### config.mk
export PLATFORM = sky130hd
export DESIGN_NAME = fault_snapshot_monitor
export DESIGN_NICKNAME = d
export VERILOG_FILES = /design/src/rtl/fm_pkg.sv /design/src/rtl/fm_qualifier.sv /design/src/rtl/fm_control.sv /design/src/rtl/fm_datapath.sv /design/src/rtl/fault_snapshot_monitor.sv
export SDC_FILE = /design/constraint.sdc
export NUM_CORES = 1
export LEC_CHECK = 0
export CORE_MARGIN = 4
export CORE_UTILIZATION = 28
export CTS_CLUSTER_DIAMETER = 30
export DETAILED_ROUTE_END_ITERATION = 7
export PLACE_DENSITY_LB_ADDON = 0.08
export SYNTH_ARGS = -nofsm -noshare
export SYNTH_HDL_FRONTEND = slang
export SYNTH_SLANG_ARGS = --single-unit
### constraint.sdc
create_clock -name clk -period 3.5 [get_ports clk]
set_input_delay 0.525 -clock clk [delete_from_list [all_inputs] [get_ports clk]]
set_output_delay 0.525 -clock clk [all_outputs]
set_load 0.05 [all_outputs]
### src/rtl/fm_pkg.sv
package fm_pkg;
  localparam int NUM_FAULTS = 7;
  localparam int CODE_W     = 3;

  localparam int IDX_SENSOR = 0;
  localparam int IDX_INA    = 1;
  localparam int IDX_CLIP   = 2;
  localparam int IDX_REF    = 3;
  localparam int IDX_EXC    = 4;
  localparam int IDX_RAIL   = 5;
  localparam int IDX_LOOP   = 6;

  typedef struct packed {
    logic              capture;
    logic [CODE_W-1:0] code;
  } ctrlStrobe_t;
endpackage

### src/rtl/fm_qualifier.sv
module fm_qualifier #(
  parameter int ASSERT_CNT = 4,
  parameter int CLEAR_CNT  = 16,
  parameter bit LATCHED    = 1'b0
) (
  input  logic clk,
  input  logic rstN,
  input  logic sampleValid,
  input  logic clearLatched,
  input  logic isBad,
  input  logic isGood,
  output logic active,
  output logic rising
);
  localparam int MAX_RUN = (ASSERT_CNT > CLEAR_CNT) ? ASSERT_CNT : CLEAR_CNT;
  localparam int RUN_W   = $clog2(MAX_RUN + 1);

  logic [RUN_W-1:0] runCnt, runNext;
  logic             activeNext;

  always_comb begin
    activeNext = active;
    runNext    = runCnt;
    if (LATCHED && clearLatched) begin
      activeNext = 1'b0;
      runNext    = '0;
    end else if (sampleValid) begin
      if (!active) begin
        if (isBad) begin
          if (runCnt == RUN_W'(ASSERT_CNT - 1)) begin
            activeNext = 1'b1;
            runNext    = '0;
          end else begin
            runNext = runCnt + 1'b1;
          end
        end else begin
          runNext = '0;
        end
      end else if (!LATCHED) begin
        if (isGood) begin
          if (runCnt == RUN_W'(CLEAR_CNT - 1)) begin
            activeNext = 1'b0;
            runNext    = '0;
          end else begin
            runNext = runCnt + 1'b1;
          end
        end else begin
          runNext = '0;
        end
      end
    end
  end

  always_ff @(posedge clk or negedge rstN) begin
    if (!rstN) begin
      active <= 1'b0;
      runCnt <= '0;
    end else begin
      active <= activeNext;
      runCnt <= runNext;
    end
  end

  assign rising = activeNext & ~active;
endmodule

### src/rtl/fm_control.sv
module fm_control
  import fm_pkg::*;
#(
  parameter int                    ASSERT_CNT = 4,
  parameter int                    CLEAR_CNT  = 16,
  parameter logic [NUM_FAULTS-1:0] LATCH_MASK = 7'b1000001
) (
  input  logic                  clk,
  input  logic                  rstN,
  input  logic                  sampleValid,
  input  logic                  clearLatched,
  input  logic [NUM_FAULTS-1:0] badVec,
  input  logic [NUM_FAULTS-1:0] goodVec,
  output logic [NUM_FAULTS-1:0] faultFlags,
  output logic                  untrusted,
  output ctrlStrobe_t           strobe
);
  logic [NUM_FAULTS-1:0] risingVec;

  for (genvar g = 0; g < NUM_FAULTS; g++) begin : gChan
    fm_qualifier #(
      .ASSERT_CNT(ASSERT_CNT),
      .CLEAR_CNT (CLEAR_CNT),
      .LATCHED   (LATCH_MASK[g])
    ) uQual (
      .clk         (clk),
      .rstN        (rstN),
      .sampleValid (sampleValid),
      .clearLatched(clearLatched),
      .isBad       (badVec[g]),
      .isGood      (goodVec[g]),
      .active      (faultFlags[g]),
      .rising      (risingVec[g])
    );
  end

  always_comb begin
    strobe.capture = |risingVec;
    strobe.code    = '0;
    for (int i = NUM_FAULTS - 1; i >= 0; i--) begin
      if (risingVec[i]) strobe.code = CODE_W'(i + 1);
    end
  end

  assign untrusted = faultFlags[IDX_REF] | faultFlags[IDX_EXC] | faultFlags[IDX_RAIL];
endmodule

### src/rtl/fm_datapath.sv
module fm_datapath
  import fm_pkg::*;
#(
  parameter int VAL_W        = 12,
  parameter int ADC_W        = 24,
  parameter int TEMP_W       = 12,
  parameter int CNT_W        = 8,
  parameter int TICK_W       = 16,
  parameter int REF_ASSERT   = 1800,
  parameter int REF_CLEAR    = 1900,
  parameter int EXC_ASSERT   = 1600,
  parameter int EXC_CLEAR    = 1700,
  parameter int RAIL_ASSERT  = 2000,
  parameter int RAIL_CLEAR   = 2100,
  parameter int LOOP_LO_SET  = 300,
  parameter int LOOP_LO_CLR  = 350,
  parameter int LOOP_HI_SET  = 3800,
  parameter int LOOP_HI_CLR  = 3700,
  parameter int TEMP_OPEN    = 4080,
  parameter int TEMP_SHORT   = 15,
  parameter int TEMP_RATE    = 64
) (
  input  logic                  clk,
  input  logic                  rstN,
  input  logic                  sampleValid,
  input  logic [VAL_W-1:0]      refCode,
  input  logic [VAL_W-1:0]      excCode,
  input  logic [VAL_W-1:0]      railMeasCode,
  input  logic [VAL_W-1:0]      railLoopCode,
  input  logic [VAL_W-1:0]      loopCurCode,
  input  logic [ADC_W-1:0]      adcRaw,
  input  logic [TEMP_W-1:0]     tempCode,
  input  logic                  inaSat,
  input  logic                  adcClip,
  input  ctrlStrobe_t           strobe,
  output logic [NUM_FAULTS-1:0] badVec,
  output logic [NUM_FAULTS-1:0] goodVec,
  output logic [CNT_W-1:0]      faultCount,
  output logic [CODE_W-1:0]     snapCode,
  output logic [TICK_W-1:0]     snapTick,
  output logic [VAL_W-1:0]      snapRef,
  output logic [VAL_W-1:0]      snapExc,
  output logic [VAL_W-1:0]      snapRailMeas,
  output logic [VAL_W-1:0]      snapRailLoop,
  output logic [VAL_W-1:0]      snapLoopCur,
  output logic [ADC_W-1:0]      snapAdc,
  output logic [1:0]            snapStatus,
  output logic [CNT_W-1:0]      snapCount
);
  logic [TEMP_W-1:0] prevTemp;
  logic              havePrev;
  logic [TICK_W-1:0] sampleTick;
  logic [CNT_W-1:0]  countNext;
  int                tempStep;
  int                refI, excI, rmI, rlI, curI, tmpI;

  always_comb begin
    refI = int'(refCode);
    excI = int'(excCode);
    rmI  = int'(railMeasCode);
    rlI  = int'(railLoopCode);
    curI = int'(loopCurCode);
    tmpI = int'(tempCode);
    tempStep = tmpI - int'(prevTemp);
    if (tempStep < 0) tempStep = -tempStep;

    badVec[IDX_SENSOR] = (tmpI >= TEMP_OPEN) || (tmpI <= TEMP_SHORT)
                         || (havePrev && (tempStep > TEMP_RATE));
    badVec[IDX_INA]    = inaSat;
    badVec[IDX_CLIP]   = adcClip;
    badVec[IDX_REF]    = refI < REF_ASSERT;
    badVec[IDX_EXC]    = excI < EXC_ASSERT;
    badVec[IDX_RAIL]   = (rmI < RAIL_ASSERT) || (rlI < RAIL_ASSERT);
    badVec[IDX_LOOP]   = (curI < LOOP_LO_SET) || (curI > LOOP_HI_SET);

    goodVec[IDX_SENSOR] = ~badVec[IDX_SENSOR];
    goodVec[IDX_INA]    = ~inaSat;
    goodVec[IDX_CLIP]   = ~adcClip;
    goodVec[IDX_REF]    = refI >= REF_CLEAR;
    goodVec[IDX_EXC]    = excI >= EXC_CLEAR;
    goodVec[IDX_RAIL]   = (rmI >= RAIL_CLEAR) && (rlI >= RAIL_CLEAR);
    goodVec[IDX_LOOP]   = (curI >= LOOP_LO_CLR) && (curI <= LOOP_HI_CLR);
  end

  assign countNext = (faultCount == '1) ? faultCount : faultCount + 1'b1;

  always_ff @(posedge clk or negedge rstN) begin
    if (!rstN) begin
      prevTemp   <= '0;
      havePrev   <= 1'b0;
      sampleTick <= '0;
    end else if (sampleValid) begin
      prevTemp   <= tempCode;
      havePrev   <= 1'b1;
      sampleTick <= sampleTick + 1'b1;
    end
  end

  always_ff @(posedge clk or negedge rstN) begin
    if (!rstN) begin
      faultCount   <= '0;
      snapCode     <= '0;
      snapTick     <= '0;
      snapRef      <= '0;
      snapExc      <= '0;
      snapRailMeas <= '0;
      snapRailLoop <= '0;
      snapLoopCur  <= '0;
      snapAdc      <= '0;
      snapStatus   <= '0;
      snapCount    <= '0;
    end else if (strobe.capture) begin
      faultCount   <= countNext;
      snapCode     <= strobe.code;
      snapTick     <= sampleTick;
      snapRef      <= refCode;
      snapExc      <= excCode;
      snapRailMeas <= railMeasCode;
      snapRailLoop <= railLoopCode;
      snapLoopCur  <= loopCurCode;
      snapAdc      <= adcRaw;
      snapStatus   <= {inaSat, adcClip};
      snapCount    <= countNext;
    end
  end
endmodule

### src/rtl/fault_snapshot_monitor.sv
module fault_snapshot_monitor
  import fm_pkg::*;
#(
  parameter int                    VAL_W      = 12,
  parameter int                    ADC_W      = 24,
  parameter int                    TEMP_W     = 12,
  parameter int                    CNT_W      = 8,
  parameter int                    TICK_W     = 16,
  parameter int                    ASSERT_CNT = 4,
  parameter int                    CLEAR_CNT  = 16,
  parameter logic [NUM_FAULTS-1:0] LATCH_MASK = 7'b1000001
) (
  input  logic                  clk,
  input  logic                  rstN,
  input  logic                  sampleValid,
  input  logic                  clearLatched,
  input  logic [VAL_W-1:0]      refCode,
  input  logic [VAL_W-1:0]      excCode,
  input  logic [VAL_W-1:0]      railMeasCode,
  input  logic [VAL_W-1:0]      railLoopCode,
  input  logic [VAL_W-1:0]      loopCurCode,
  input  logic [ADC_W-1:0]      adcRaw,
  input  logic [TEMP_W-1:0]     tempCode,
  input  logic                  inaSat,
  input  logic                  adcClip,
  output logic [NUM_FAULTS-1:0] faultFlags,
  output logic                  untrusted,
  output logic [CNT_W-1:0]      faultCount,
  output logic [CODE_W-1:0]     snapCode,
  output logic [TICK_W-1:0]     snapTick,
  output logic [VAL_W-1:0]      snapRef,
  output logic [VAL_W-1:0]      snapExc,
  output logic [VAL_W-1:0]      snapRailMeas,
  output logic [VAL_W-1:0]      snapRailLoop,
  output logic [VAL_W-1:0]      snapLoopCur,
  output logic [ADC_W-1:0]      snapAdc,
  output logic [1:0]            snapStatus,
  output logic [CNT_W-1:0]      snapCount
);
  logic [NUM_FAULTS-1:0] badVec, goodVec;
  ctrlStrobe_t           strobe;

  fm_control #(
    .ASSERT_CNT(ASSERT_CNT),
    .CLEAR_CNT (CLEAR_CNT),
    .LATCH_MASK(LATCH_MASK)
  ) uCtrl (
    .clk         (clk),
    .rstN        (rstN),
    .sampleValid (sampleValid),
    .clearLatched(clearLatched),
    .badVec      (badVec),
    .goodVec     (goodVec),
    .faultFlags  (faultFlags),
    .untrusted   (untrusted),
    .strobe      (strobe)
  );

  fm_datapath #(
    .VAL_W (VAL_W),
    .ADC_W (ADC_W),
    .TEMP_W(TEMP_W),
    .CNT_W (CNT_W),
    .TICK_W(TICK_W)
  ) uData (
    .clk         (clk),
    .rstN        (rstN),
    .sampleValid (sampleValid),
    .refCode     (refCode),
    .excCode     (excCode),
    .railMeasCode(railMeasCode),
    .railLoopCode(railLoopCode),
    .loopCurCode (loopCurCode),
    .adcRaw      (adcRaw),
    .tempCode    (tempCode),
    .inaSat      (inaSat),
    .adcClip     (adcClip),
    .strobe      (strobe),
    .badVec      (badVec),
    .goodVec     (goodVec),
    .faultCount  (faultCount),
    .snapCode    (snapCode),
    .snapTick    (snapTick),
    .snapRef     (snapRef),
    .snapExc     (snapExc),
    .snapRailMeas(snapRailMeas),
    .snapRailLoop(snapRailLoop),
    .snapLoopCur (snapLoopCur),
    .snapAdc     (snapAdc),
    .snapStatus  (snapStatus),
    .snapCount   (snapCount)
  );
endmodule

==> flow_summary.ini, run 1 <==
[logic_synthesis]
async_flop_share_pct = 100
yosys_warnings = 0
yosysSeqAreaShare_pct = 47.4
ys.flop_type = dfrtp_1
yosysTopAreaCell = dfrtp_1
synth.area.top_cells = dfrtp_1, mux2_4, mux2_2, ha_1, o21ai_0
syn-cell-area_um2 = 9710
ys_seq_elements = 184
syn_inst = 858
yosysTopAreaCellShare_pct = 47.4
synth_cell_types = 78
syn-num-nets = 993
synth_edf_count = 0
avgSynthCellArea_um2 = 11.3

[cells_and_area]
nets = 1285
fillers = 3260
n_antenna_cell = 0
final_common_cell = clkdlybuf4s50_1
syn_to_final_growth_pct = 44.6
seqCellArea_um2 = 4600
multi_input_area_um2 = 4920
final_cell_mix = clkdlybuf4s50_1, dfrtp_1, mux2_4
drive_above_1_share_pct = 23.5
final_cell_area_um2 = 14000

[timing]
tightest_slew_ps = 616
whs_ps = 67.8
rsz0062_at_grt = true
setup_viol = 107
slew_headroom_pct = 59.0
finalHoldViolations = 0
fin_skew_ps = 11.4
fin_crit_ps = 3700
fmax_mhz = 270
setup_ws_ps = -202
fin_crit_sh_pct = 106
tns_ps = -17320
slew_violations = 0

[drt]
drcViolationCount = 0
ant_nets = 0
wirelength_mm = 26.9
wl_per_cell_um = 16.7
vias_per_cell = 4.62
routed-via-count = 7434
drt_iter0_drc = 218
drt_first_pass_iters = 4

[worst_setup_path]
reg2reg_slack_ps = -140
crit_top_cell = buf_4
path_cells = clkdlybuf4s50_1 -> ha_2 -> o21a_1 -> o31a_1 -> o31ai_4 -> a211oi_2 -> buf_4 -> buf_4 -> a21oi_1 -> o21ai_1 -> a221oi_2 -> o211ai_2 -> nor2_4 -> buf_12 -> clkbuf_16 -> mux2_4
crit_slowest_cell = clkdlybuf4s50_1
critPathMaxStageDelay_ps = 510
critical_path_class = in -> reg
worstSetupEndpointType = register
crit_path_start = tempCode[3]
reg2reg_from = uData.prevTemp[0]
crit_family = compound AO/OA/AOI/OAI gates
path_buf_inv = 5
crit_fanout = 8
critPathArrivalTime_ps = 4030
required_ps = 3820
worst_setup_path_start_kind = input port

[power_and_ir_drop]
p_leak_nw = 6.42
p_total_mw = 11.3
p_int_mw = 6.44
pwr-share-seq_pct = 29.6
clkPwrFrac_pct = 16.9
ir_drop_uv = 502
p_sw_mw = 4.86
switching_share_pct = 43.0
p_comb_share_pct = 53.5
powerDensity_nw_per_um2 = 805

[placed_design]
port_buffers = 230
post-place-ws_ps = -1020
place_area_um2 = 12900
dp_hpwl_mm = 19.8
place.gp.congestion = 0.772

[clocking]
cts_tree = yes
insertion_delay_ps = 440
ctsHoldBuffers = 0
clockBufferDepth = 2
htree_levels = 4
path_clk_slew_ps = 70
cts_buffers = 17
clock-sinks = 184
clk_root_buffer_cell = clkbuf_16

[status]
status = finished with violations
violations = setup timing

[floorplanning]
die_y_um = 194
rows = 67
fp.coreArea_um2 = 33900
initial_core_util_pct = 28.7
ios = 231
die_w_um = 194
dieArea_um2 = 37700

[global_routing]
gr-total-overflow = 0
grt_pass1_vias = 7483
antenna_found_initial = 0
track_usage_pct = 14.1
grt_pass1_wl_mm = 42.9
grt_max_degree = 64

[hold_path]
hp-class = in -> async

[flow_run]
maxCapViolations = 0
stage by stage:
step / instances / utilization (%)
floorplan: 858 / -
global placement: 1568 / 38.2
detailed placement: 1568 / 38.2
CTS: 1605 / 40.6
global route: 1610 / 41.4
finish: 1610 / 41.4
synth_stat cells, types with 9 or more instances:
cell        n
dfrtp_1   184
mux2_4     69
nand2_1    63
nor2_1     49
o21ai_0    48
inv_1      43
mux2_2     40
a21oi_1    34
ha_1       32
nand3_1    30
buf_4      18
nor3_1     17
nand2b_1   16
xnor2_1    16
nand4_1    15
and3_1     14
xor2_1     14
o211ai_1   11
buf_2       9
cell type report:
class,instances,share of cell area [%]
Inverter,43,1.20
Multi-Input combinational cell,587,35.0
Tap cell,448,3.99
Clock inverter,13,0.856
Sequential cell,184,32.8
Timing Repair Buffer,317,23.0
Clock buffer,18,3.13
repair_timing:
action / CTS / global route
pin swaps: 10 / 11
resized for setup: 48 / 40
setup endpoints to repair: 112 / 111
cloned: 2 / 3
buffers inserted: 4 / 3
power groups by stage:
stage	Clock (mW)	Combinational (mW)	Sequential [mW]
after detailed placement	0	5.79	3.37
after floorplan	0	1.89	5.31
final	1.91	6.04	3.34
after global routing	2.08	6.32	3.45
after global placement	0	5.77	3.38
after CTS	2.00	5.98	3.34
final timing paths:
path	to	cells after the start
min	uData.snapAdc[19]	1
min in group clk	uData.prevTemp[1]	4
max in group asynchronous	uData.snapAdc[6]	2
min reg2reg	uData.sampleTick[12]	1
max reg2reg	uData.snapExc[7]	14
max	uData.snapExc[7]	16
flip-flops by register name (all words and copies together) (netlist names):
| signal | flops |
|---|---|
| uCtrl.gChan.uQual.active | 7 |
| uCtrl.gChan.uQual.runCnt | 35 |
| uData.faultCount | 8 |
| uData.havePrev | 1 |
| uData.prevTemp | 12 |
| uData.sampleTick | 16 |
| uData.snapAdc | 24 |
| uData.snapCode | 3 |
| uData.snapExc | 12 |
| uData.snapLoopCur | 12 |
| uData.snapRailLoop | 12 |
| uData.snapRailMeas | 12 |
| uData.snapRef | 12 |
| uData.snapStatus | 2 |
| uData.snapTick | 16 |
worst reg2reg max path, stage by stage (launching register included):
cell and delay, ps:
dfrtp_1 410, ha_4 180, fa_2 370, nor2b_4 160, o31a_1 280, o311ai_2 130, a21o_1 220, a2111oi_4 360
a211oi_2 90, a221oi_2 280, o211ai_2 170, nor2_4 190, buf_12 190, clkbuf_16 200, mux2_4 300
per-layer routing:
layer / track usage [%] / up-vias / routed length (um)
met2: 21.3 / 194 / 11800
met3: 3.27 / 9 / 1420
met5: 0 / - / 0
met4: 3.67 / 0 / 237
met1: 20.4 / 3576 / 13400
li1: - / 3655 / -
kinds of logic after synthesis:
kind of cell | after synthesis | synth area share [%]
compound gates | 168 | 11.6
xor+xnor | 30 | 2.71
buf+inv | 87 | 5.47
mux | 114 | 15.8
simple gates | 242 | 12.6
fa+ha+maj | 33 | 4.33
flops | 184 | 47.4
No activity file was read; power rests on OpenSTA's default activity.
==> run 2, diff against run 1 <==
--- a/config.mk
+++ b/config.mk
@@ -5,6 +5,7 @@
 export SDC_FILE = /design/constraint.sdc
 export NUM_CORES = 1
 export LEC_CHECK = 0
+export CORE_ASPECT_RATIO = 0.7
 export CORE_MARGIN = 4
 export CORE_UTILIZATION = 28
 export CTS_CLUSTER_DIAMETER = 30
==> flow_summary.ini, run 2 (synthesized netlist as in run 1, its figures left out) <==
[cells_and_area]
n_antenna_cell = 0
top_regs = uCtrl.gChan.uQual.runCnt: 35 flops, uData.snapAdc: 24 flops
nets = 1308
top_register = uCtrl.gChan.uQual.runCnt
largest_reg_flops = 35
multi_input_area_um2 = 4970
fillers = 3287
seqCellArea_um2 = 4600
final_cell_area_um2 = 14400
syn_to_final_growth_pct = 48.6
final_cell_mix = clkdlybuf4s50_1, dfrtp_1, mux2_4
final_common_cell = clkdlybuf4s50_1
drive_above_1_share_pct = 25.5

[power_and_ir_drop]
ir_drop_uv = 450
pwr-share-seq_pct = 29.2
p_leak_nw = 6.59
p_sw_mw = 5.04
clkPwrFrac_pct = 16.8
p_comb_share_pct = 54.0
switching_share_pct = 43.7
p_int_mw = 6.50
powerDensity_nw_per_um2 = 800

[global_routing]
gr-total-overflow = 0
grt_pass1_wl_mm = 43.7
antenna_found_initial = 0
track_usage_pct = 14.6
grt_max_degree = 78
grt_pass1_vias = 7554

[worst_setup_path]
required_ps = 3830
reg2reg_from = uData.prevTemp[0]
reg2reg_depth = 17
critPathArrivalTime_ps = 4140
worstSetupEndpointType = register
reg2reg_slack_ps = -270
critical_path_class = in -> reg
rr_endpoint = uData.snapRailMeas[5]
crit_fanout = 7
worst_setup_path_start_kind = input port

[placed_design]
port_buffers = 230
place.gp.congestion = 0.814
post-place-ws_ps = -982
dp_hpwl_mm = 20.5
place_area_um2 = 13000

[timing]
fin_skew_ps = 18.9
fin_crit_sh_pct = 109
setup_viol = 107
fmax_mhz = 262
finalHoldViolations = 0
rsz0062_at_grt = true
setup_ws_ps = -313
slew_violations = 0
tightest_slew_ps = 713
slew_headroom_pct = 52.4
fin_crit_ps = 3810

[clocking]
clock-sinks = 184
clockBufferDepth = 2
cts_tree = yes
clk_root_buffer_cell = clkbuf_16
insertion_delay_ps = 450
htree_levels = 4
path_clk_slew_ps = 80
ctsHoldBuffers = 0
cts_buffers = 17

[flow_run]
maxCapViolations = 0

[drt]
ant_nets = 0
drt_first_pass_iters = 4
wirelength_mm = 28.6
vias_per_cell = 4.58
drt_iter0_drc = 341
wl_per_cell_um = 17.3
routed-via-count = 7565
drcViolationCount = 0

[floorplanning]
die_w_um = 231
fp.coreArea_um2 = 33800
rows = 56
die_y_um = 164
dieArea_um2 = 37800
ios = 231
initial_core_util_pct = 28.7

[hold_path]
hp-class = in -> async

[status]
status = finished with violations
violations = setup timing
[run 2: changes by cell type in the layout (fill, tap and decap cells not counted), sizes merged]
cell	previous run	this run
bufinv	1	0
buf	85	105
inv	48	50
clkdlybuf4s50	225	226
dlymetal6s2s	1	0
clkbuf	22	25
clkinv	5	6
clkinvlp	2	1
[run 2: worst max path at each step]
stage	slack [ps]	startpoint	to	cells after the start
after floorplan	-70	tempCode[0]	uData.snapAdc[0]	15
after global placement	-910	tempCode[0]	uData.snapRailLoop[9]	16
after detailed placement	-980	tempCode[0]	uData.snapLoopCur[3]	16
after CTS	-250	uData.prevTemp[0]	uData.snapRailMeas[7]	16
after global routing	-460	uData.prevTemp[0]	uData.snapLoopCur[8]	17
final	-310	tempCode[2]	uData.snapRailMeas[5]	17
[run 2: repair_timing]
| item | 4_1_cts | 5_1_grt |
|---|---|---|
| gates cloned | 5 | 6 |
| buffers inserted | 10 | 4 |
| pin swaps | 12 | 2 |
| setup endpoints to repair | 117 | 117 |
| gates resized for setup | 58 | 51 |
[run 2: power groups by stage]
stage	Clock (mW)	Sequential [mW]	Combinational, mW
4_1_cts	2.02	3.37	6.10
2_1_floorplan	0	5.31	1.89
3_3_place_gp	0	3.40	5.83
5_1_grt	2.09	3.48	6.52
3_5_place_dp	0	3.38	5.85
6_report	1.94	3.37	6.24
[run 2: area by class of cell]
type	instances	area share (%)
Sequential cell	184	31.9
Timing Repair Buffer	340	24.4
Clock buffer	18	2.97
Clock inverter	14	1.07
Multi-Input combinational cell	587	34.4
Inverter	43	1.17
Tap cell	464	4.02
[run 2: layer usage]
metal	vias to the layer above	global-route usage (%)	wire length, um
li1	3709	-	-
met4	0	2.94	217
met5	-	0	0
met1	3687	22.1	15000
met3	11	4.18	1390
met2	158	20.7	12000
[run 2: worst max-delay path, stage by stage]
cell             delay (ps)
clkdlybuf4s50_1         520
ha_4                    220
o21ai_1                 180
a21oi_2                 100
or2_1                   280
a221o_1                 370
xor2_2                  180
buf_4                   140
a2111o_1                360
nand4_1                 130
o211ai_2                130
nor2_4                  150
buf_6                   120
buf_6                   100
buf_16                  150
clkbuf_16               160
mux2_4                  290
[run 2: stage by stage]
stage                     power (mW)  hold slack, ps  utilization, %  cells  TNS [ps]
final                           11.5             142            42.6   1650    -26030
after global routing            12.1             175            42.6   1650    -43030
after CTS                       11.5             150            41.6   1644    -20410
after detailed placement        9.23             467            38.5   1597   -108400
after global placement          9.23             474            38.5   1597   -100560
after floorplan                 7.20             229               -    858     -4770
==> run 3, diff against run 2 <==
--- a/config.mk
+++ b/config.mk
@@ -6,7 +6,7 @@
 export NUM_CORES = 1
 export LEC_CHECK = 0
 export CORE_ASPECT_RATIO = 0.7
-export CORE_MARGIN = 4
+export CORE_MARGIN = 5
 export CORE_UTILIZATION = 28
 export CTS_CLUSTER_DIAMETER = 30
 export DETAILED_ROUTE_END_ITERATION = 7
==> flow_summary.ini, run 3 (synthesized netlist as in run 1, its figures left out) <==
[timing]
finalHoldViolations = 0
fin_crit_sh_pct = 105
fin_skew_ps = 16.6
slew_headroom_pct = 57.5
fin_crit_ps = 3690
fmax_mhz = 271
setup_ws_ps = -192
rsz0062_at_grt = true
setup_viol = 108
slew_violations = 0
tightest_slew_ps = 638

[worst_setup_path]
worst_setup_path_start_kind = input port
worstSetupEndpointType = register
crit_fanout = 10
critPathArrivalTime_ps = 4030
required_ps = 3840
critPathMaxStageDelay_ps = 540
critical_path_class = in -> reg
path_cells = clkdlybuf4s50_1 -> ha_4 -> buf_4 -> o211ai_1 -> nand2_1 -> and3_1 -> a221o_1 -> xor2_1 -> buf_4 -> a2111o_1 -> nand4_1 -> o211ai_2 -> nor2_4 -> buf_12 -> buf_12 -> buf_12 -> mux2_4
crit_slowest_cell = clkdlybuf4s50_1
crit_top_cell = buf_12

[clocking]
htree_levels = 4
clk_root_buffer_cell = clkbuf_16
cts_tree = yes
clock-sinks = 184
cts_buffers = 17
ctsHoldBuffers = 0
clockBufferDepth = 2
path_clk_slew_ps = 80
insertion_delay_ps = 450

[cells_and_area]
n_antenna_cell = 0
final_common_cell = clkdlybuf4s50_1
nets = 1301
finish.utilization_pct = 41.7
largest_reg_flops = 35
syn_to_final_growth_pct = 47.9
top_regs = uCtrl.gChan.uQual.runCnt: 35 flops, uData.snapAdc: 24 flops
drive_above_1_share_pct = 25.1
top_register = uCtrl.gChan.uQual.runCnt
final_cell_mix = clkdlybuf4s50_1, dfrtp_1, mux2_4

[drt]
drt_first_pass_iters = 7
drt_iter0_drc = 434
drcViolationCount = 0
wl_per_cell_um = 16.7
vias_per_cell = 4.56
wirelength_mm = 27.6
ant_nets = 0
routed-via-count = 7529

[global_routing]
grt_pass1_vias = 7581
antenna_found_initial = 0
gr-total-overflow = 0
grt_pass1_wl_mm = 43.8
track_usage_pct = 14.3
grt_max_degree = 70

[power_and_ir_drop]
p_leak_nw = 6.53
clkPwrFrac_pct = 17.6
pwr-share-seq_pct = 29.2
switching_share_pct = 43.5
powerDensity_nw_per_um2 = 803
ir_drop_uv = 466
p_comb_share_pct = 53.1
p_total_mw = 11.5
p_int_mw = 6.50
p_sw_mw = 5.01

[floorplanning]
die_y_um = 166
die_w_um = 233
initial_core_util_pct = 28.2
fp.coreArea_um2 = 34400
ios = 231
rows = 57
dieArea_um2 = 38600

[flow_run]
maxCapViolations = 0

[placed_design]
dp_hpwl_mm = 19.9
port_buffers = 230
place.gp.congestion = 0.807

[hold_path]
hp-class = in -> async

[status]
status = finished with violations
violations = setup timing
## run 3: changes by cell type in the layout (fill, tap and decap cells not counted), sizes merged
cell / change
clkbuf: -6
clkinvlp: -1
buf: -2
bufinv: +1
inv: +1
clkdlybuf4s50: -2
dlygate4sd2: +2
## run 3: metal layers
| metal | share of wire (%) | up-vias | global-route usage (%) |
|---|---|---|---|
| li1 | - | 3681 | - |
| met1 | 52 | 3665 | 21.6 |
| met2 | 42 | 165 | 20.2 |
| met3 | 4.7 | 18 | 3.44 |
| met4 | 1.6 | 0 | 3.95 |
| met5 | 0 | - | 0 |
## run 3: area by class of cell
class | instances | area [um^2]
fillers | 3312 | 20100
multi-input cells | 587 | 5010
flip-flops and latches | 184 | 4600
repair buffers | 333 | 3360
well taps | 472 | 591
clock buffers | 17 | 425
clock inverters | 15 | 195
inverters | 43 | 169
## run 3: through the flow
step	hold WS, ps	instance area, um^2	setup TNS (ps)	setup WS, ps	std cells
floorplan	229	9740	-4770	-69.5	858
global placement	472	13000	-109960	-996	1601
detailed placement	473	13000	-115180	-1060	1601
CTS	122	14100	-17620	-202	1646
global route	132	14400	-36430	-368	1651
finish	97.1	14400	-16630	-192	1651
## run 3: final timing paths
| check | start | to | slack [ps] | cells after the start |
|---|---|---|---|---|
| max in group asynchronous | rstN | uData.snapRailMeas[3] | 2560 | 2 |
| worst max-delay path | tempCode[6] | uData.snapRef[9] | -190 | 17 |
| worst min register to register | uData.sampleTick[15] | uData.sampleTick[15] | 490 | 1 |
| worst min-delay path | rstN | uData.snapRailLoop[1] | 100 | 1 |
| min in group clk | tempCode[2] | uData.prevTemp[2] | 440 | 3 |
| worst max register to register | uData.prevTemp[0] | uData.snapRef[9] | -190 | 16 |
## run 3: power by group through the flow
stage          clock network, mW  logic [mW]  registers [mW]
6_report                    2.03        6.12            3.37
2_1_floorplan                  0        1.89            5.31
5_1_grt                     2.20        6.41            3.48
3_5_place_dp                   0        5.80            3.38
3_3_place_gp                   0        5.79            3.39
4_1_cts                     2.11        6.08            3.37
## run 3: worst max-delay path, delay by kind of cell
family | cells | cell delay (ps)
buf+inv | 6 | 1270
xor+xnor | 1 | 170
mux | 1 | 310
compound gates | 4 | 880
fa+ha+maj | 1 | 240
simple gates | 4 | 610
## run 3: what timing repair did
item | 4_1_cts | 5_1_grt
cloned | 5 | 1
gates resized for setup | 69 | 37
buffers inserted | 9 | 5
endpoints found under the setup margin | 117 | 117
pin swaps | 9 | 10
